### config.mk
export PLATFORM = sky130hd
export DESIGN_NAME = irq_csr
export DESIGN_NICKNAME = d
export VERILOG_FILES = /design/src/rtl/irq_csr_pkg.sv /design/src/rtl/irq_csr_field.sv /design/src/rtl/irq_csr_pair.sv /design/src/rtl/irq_csr_side.sv /design/src/rtl/irq_csr.sv
export SDC_FILE = /design/constraint.sdc
export NUM_CORES = 1
export LEC_CHECK = 0
export CAP_MARGIN = 20
export CELL_PAD_IN_SITES_DETAIL_PLACEMENT = 0
export CELL_PAD_IN_SITES_GLOBAL_PLACEMENT = 1
export CORE_MARGIN = 1
export CORE_UTILIZATION = 44
export CTS_CLUSTER_SIZE = 16
export DETAILED_ROUTE_END_ITERATION = 10
export DONT_BUFFER_PORTS = 1
export PLACE_DENSITY_LB_ADDON = 0.12
export SYNTH_ARGS = -nofsm -noshare
export SYNTH_HDL_FRONTEND = slang
export SYNTH_SLANG_ARGS = --single-unit
### constraint.sdc
create_clock -name clk -period 2.24 [get_ports clk]
set_input_delay 0.224 -clock clk [delete_from_list [all_inputs] [get_ports clk]]
set_output_delay 0.224 -clock clk [all_outputs]
set_load 0.01 [all_outputs]
### src/rtl/irq_csr_pkg.sv
package irq_csr_pkg;
  // Bits 0..2 are reset, assert and halt controls.
  localparam int CTRL_BITS = 3;
  localparam logic [CTRL_BITS-1:0] CTRL_RST = 3'b100;

  function automatic int stat_pos(input int idx);
    return CTRL_BITS + 2 * idx;
  endfunction

  function automatic int busy_pos(input int nsrc);
    return CTRL_BITS + 2 * nsrc;
  endfunction

  // Init bit and init-code bit follow the busy bit, then the padding.
  function automatic int pad_lo(input int nsrc);
    return busy_pos(nsrc) + 3;
  endfunction
endpackage

### src/rtl/irq_csr_field.sv
module irq_csr_field #(
  parameter int W = 3,
  parameter logic [W-1:0] RST_VAL = '0
) (
  input  logic         clk,
  input  logic         rst,
  input  logic         wr_en,
  input  logic [W-1:0] wr_val,
  output logic [W-1:0] q
);
  always_ff @(posedge clk) begin
    if (rst)        q <= RST_VAL;
    else if (wr_en) q <= wr_val;
  end
endmodule

### src/rtl/irq_csr_pair.sv
module irq_csr_pair (
  input  logic clk,
  input  logic rst,
  input  logic wr_en,
  input  logic wr_clr,
  input  logic wr_msk,
  input  logic evt,
  output logic stat_q,
  output logic mask_q,
  output logic hit_nx
);
  logic stat_nx, mask_nx;

  // Event set has priority over write-one-to-clear.
  assign stat_nx = evt | (stat_q & ~(wr_en & wr_clr));
  assign mask_nx = wr_en ? wr_msk : mask_q;
  assign hit_nx  = stat_nx & mask_nx;

  always_ff @(posedge clk) begin
    if (rst) begin
      stat_q <= 1'b0;
      mask_q <= 1'b0;
    end else begin
      stat_q <= stat_nx;
      mask_q <= mask_nx;
    end
  end
endmodule

### src/rtl/irq_csr_side.sv
module irq_csr_side #(
  parameter int PW = 4
) (
  input  logic          clk,
  input  logic          rst,
  input  logic          wr_en,
  input  logic          wr_rst_bit,
  input  logic [PW-1:0] wr_pad,
  input  logic          busy_in,
  output logic          busy_q,
  output logic          adma_clr_q,
  output logic          pad_err_q
);
  always_ff @(posedge clk) begin
    if (rst) begin
      busy_q     <= 1'b0;
      adma_clr_q <= 1'b0;
      pad_err_q  <= 1'b0;
    end else begin
      busy_q     <= busy_in;
      adma_clr_q <= wr_en & wr_rst_bit;
      pad_err_q  <= wr_en & (|wr_pad);
    end
  end
endmodule

### src/rtl/irq_csr.sv
module irq_csr #(
  parameter int NUM_SRC = 3,
  parameter int REG_W   = 16
) (
  input  logic               clk,
  input  logic               rst,
  input  logic               wr_en,
  input  logic [REG_W-1:0]   wr_data,
  input  logic [NUM_SRC-1:0] evt_pulse,
  input  logic               dma_busy,
  output logic [REG_W-1:0]   rd_data,
  output logic               irq_out,
  output logic               adma_clr,
  output logic               pad_err
);
  import irq_csr_pkg::*;

  localparam int BUSY_B = busy_pos(NUM_SRC);
  localparam int HI_LO  = BUSY_B + 1;
  localparam int HI_W   = REG_W - HI_LO;
  localparam int PAD_L  = pad_lo(NUM_SRC);
  localparam int PAD_W  = REG_W - PAD_L;

  logic [NUM_SRC-1:0] hit_vec;
  logic               irq_q;
  logic               busy_q;

  irq_csr_field #(.W(CTRL_BITS), .RST_VAL(CTRL_RST)) u_lo (
    .clk(clk), .rst(rst), .wr_en(wr_en),
    .wr_val(wr_data[CTRL_BITS-1:0]), .q(rd_data[CTRL_BITS-1:0])
  );

  for (genvar i = 0; i < NUM_SRC; i++) begin : g_src
    localparam int SP = stat_pos(i);
    irq_csr_pair u_pair (
      .clk(clk), .rst(rst), .wr_en(wr_en),
      .wr_clr(wr_data[SP]), .wr_msk(wr_data[SP+1]),
      .evt(evt_pulse[i]),
      .stat_q(rd_data[SP]), .mask_q(rd_data[SP+1]),
      .hit_nx(hit_vec[i])
    );
  end

  irq_csr_field #(.W(HI_W), .RST_VAL('0)) u_hi (
    .clk(clk), .rst(rst), .wr_en(wr_en),
    .wr_val(wr_data[REG_W-1:HI_LO]), .q(rd_data[REG_W-1:HI_LO])
  );

  irq_csr_side #(.PW(PAD_W)) u_side (
    .clk(clk), .rst(rst), .wr_en(wr_en),
    .wr_rst_bit(wr_data[0]), .wr_pad(wr_data[REG_W-1:PAD_L]),
    .busy_in(dma_busy), .busy_q(busy_q),
    .adma_clr_q(adma_clr), .pad_err_q(pad_err)
  );

  assign rd_data[BUSY_B] = busy_q;

  always_ff @(posedge clk) begin
    if (rst) irq_q <= 1'b0;
    else     irq_q <= |hit_vec;
  end
  assign irq_out = irq_q;
endmodule

==> flow_summary.toml <==
[layout]
syn_to_final_growth_pct = -2.41
nNetsFinal = 91
layout-drive-gt1-share_pct = 10.4
final_core_util_pct = 46.6
nFillCells = 150
diodes = 0

[global_routing]
grt.overflow.total = 0
grt_pass1_vias = 441
track_usage_pct = 13.9
grt_antenna_before_repair = 0
grt_pass1_wl_microns = 1860
grt_max_degree = 18

[setup_path]
end_kind = "flip-flop"
arrival_ns = 1.17
cp_max_fo = 13
slowest_delay_ns = 0.85
crit_family = "buffers and inverters"
required_ns = 2.41
critPathLaunchType = "primary input"
worst_path_max_delay_cell = "dlygate4sd3_1"
worstPathCellList = "dlygate4sd3_1 -> nor2_1"
critPathKind = "in2reg"
path_buf_inv = 1
cp_num_cells = 2
reg2reg_depth = 3

[route]
post_drt_wl_per_cell_microns = 13.9
dr.pass1.iters = 2
drt_iter0_markers = 4
avgViaCountPerCell = 5.24
wl_microns = 1150
drc = 0
vias = 435
ant_nets = 0

[synthesis]
syn-cell-area_sq_um = 728
yosysSeqAreaShare_pct = 52.2
ys_seq_elements = 19
yosysWarnings = 0
yosysTopAreaCellShare_pct = 52.2
syn-num-nets = 95
postSynthCellCount = 72
synth_area_leaders = "dfxtp_1 (52%), mux2i_1 (14%), buf_4 (8.2%)"
postSynthAreaPerCell_sq_um = 10.1
yosys.area.top_type = "dfxtp_1"
ys_types = 20

[power]
power_mw = 0.586
power_density_nw_per_um2 = 825
p_leak_nw = 0.322
ir_drop_uv = 414

[clocking]
cts.path.max_buffers = 2
numClockSinks = 19
cts-resized-gates = 0
cts_buffers = 3
cts_tree = "done"
clk-insertion-delay-late_ns = 0.29
cts_max_level = 1
clk_pin_slew_ns = 0.10
cts-root-buf = "clkbuf_4"

[placed_design]
place_hpwl_microns = 801
gp_congestion = 0.653
numPortBuffers = 0

[timing]
fmax_ghz = 0.997
slew_headroom_pct = 66.7
period_minus_slack_ns = 1.00
setup_violations = 0
timing.hold.ws_ns = 0.0563
finClkSkew_ns = 0.00700
fin_crit_sh_pct = 44.8
finalHoldViolations = 0
fin_setup_tns_ns = 0
drv_slew = 0
worst_slew_pin_slew_ns = 0.498
rsz0062_at_grt = "false"

[floorplan]
die_y_microns = 42.7
fp.dieW_microns = 42.7
design.core.area_sq_um = 1520
pin_count = 42
num_rows = 14
die_area_sq_um = 1820
start_util_pct = 47.8

[hold_path]
min_path_type = "in2reg"
hold_depth = 2

[run]
maxCapViolations = 0

[status]
status = "completed"
-- kinds of logic (layout without fill, tap and decap cells) --
logic type | count (synthesis) | in the layout | synth area share (%)
AO/OA/AOI/OAI | 6 | 6 | 6.19
AND/OR/NAND/NOR | 23 | 23 | 14.4
flip-flops | 19 | 19 | 52.2
multiplexers | 11 | 11 | 15.3
buffers and inverters | 13 | 8 | 11.9
-- Yosys cell counts, drive strengths merged --
master   n
inv      3
and2     1
nor2    12
or2      2
dfxtp   19
mux2i   10
clkbuf   1
buf      9
nand2    4
and3     1
mux2     1
nand2b   1
or4      1
a21oi    3
nor2b    1
a21boi   1
o211ai   1
o221ai   1
-- power by group --
group	switching (mW)	internal [mW]	total, mW
Sequential	0.0212	0.359	0.381
Clock	0.0996	0.0663	0.166
Combinational	0.0179	0.0221	0.0399
Total	0.139	0.448	0.586
-- final cells by class --
cell class,count,area (sq um),share of cell area (%)
clock inverter,1,5.00,0.704
clock buffer,3,22.5,3.17
multi-input combinational,40,262,36.8
timing repair buffer,1,10.0,1.41
inverter,3,11.3,1.58
sequential,19,380,53.5
tap,16,20.0,2.82
-- repair_timing --
item / in CTS / in global routing
hold buffers: 1 / 0
endpoints found under the hold margin: 13 / 0
setup buffers: 0 / 0
-- metrics by stage --
step	setup slack [ns]	std cells	cell area [sq um]
after global placement	1.22	78	673
final	1.24	83	711
after detailed placement	1.21	78	673
after floorplan	1.23	72	728
after global routing	1.17	83	711
after CTS	1.24	83	711
-- state kept, by name (all words and copies together) (netlist names) --
register             count
u_side.pad_err_q         1
u_hi.q                   6
u_lo.q                   3
g_src.u_pair.mask_q      3
g_src.u_pair.stat_q      3
u_side.adma_clr_q        1
u_side.busy_q            1
irq_out                  1
-- layer usage --
| layer | global-route usage, % | vias to the layer above | part of all wire (%) |
|---|---|---|---|
| met4 | 11.3 | 0 | 0.78 |
| met1 | 17.0 | 192 | 43 |
| met2 | 21.2 | 24 | 48 |
| met5 | 0 | - | 0 |
| met3 | 2.55 | 2 | 8.3 |
| li1 | - | 217 | - |
-- final timing paths --
check	start	endpoint	slack, ns
min reg2reg	u_lo.q[0]$_SDFFE_PP0P_	u_lo.q[0]$_SDFFE_PP0P_	0.53
min	evt_pulse[0]	g_src[0].u_pair.stat_q$_SDFF_PP0_	0.06
max reg2reg	g_src[0].u_pair.mask_q$_SDFF_PP0_	irq_out$_SDFF_PP0_	1.27
max	rst	u_hi.q[0]$_SDFFE_PP0P_	1.24
-- placed cells by master, fill, tap and decap left out, drive strengths merged, types with 2 or more instances in the layout --
master	n
nor2	12
nand2	4
inv	3
a21oi	3
dfxtp	19
clkbuf	3
mux2i	10
or2	2
Note: power is estimated with default switching activity, not from simulation.
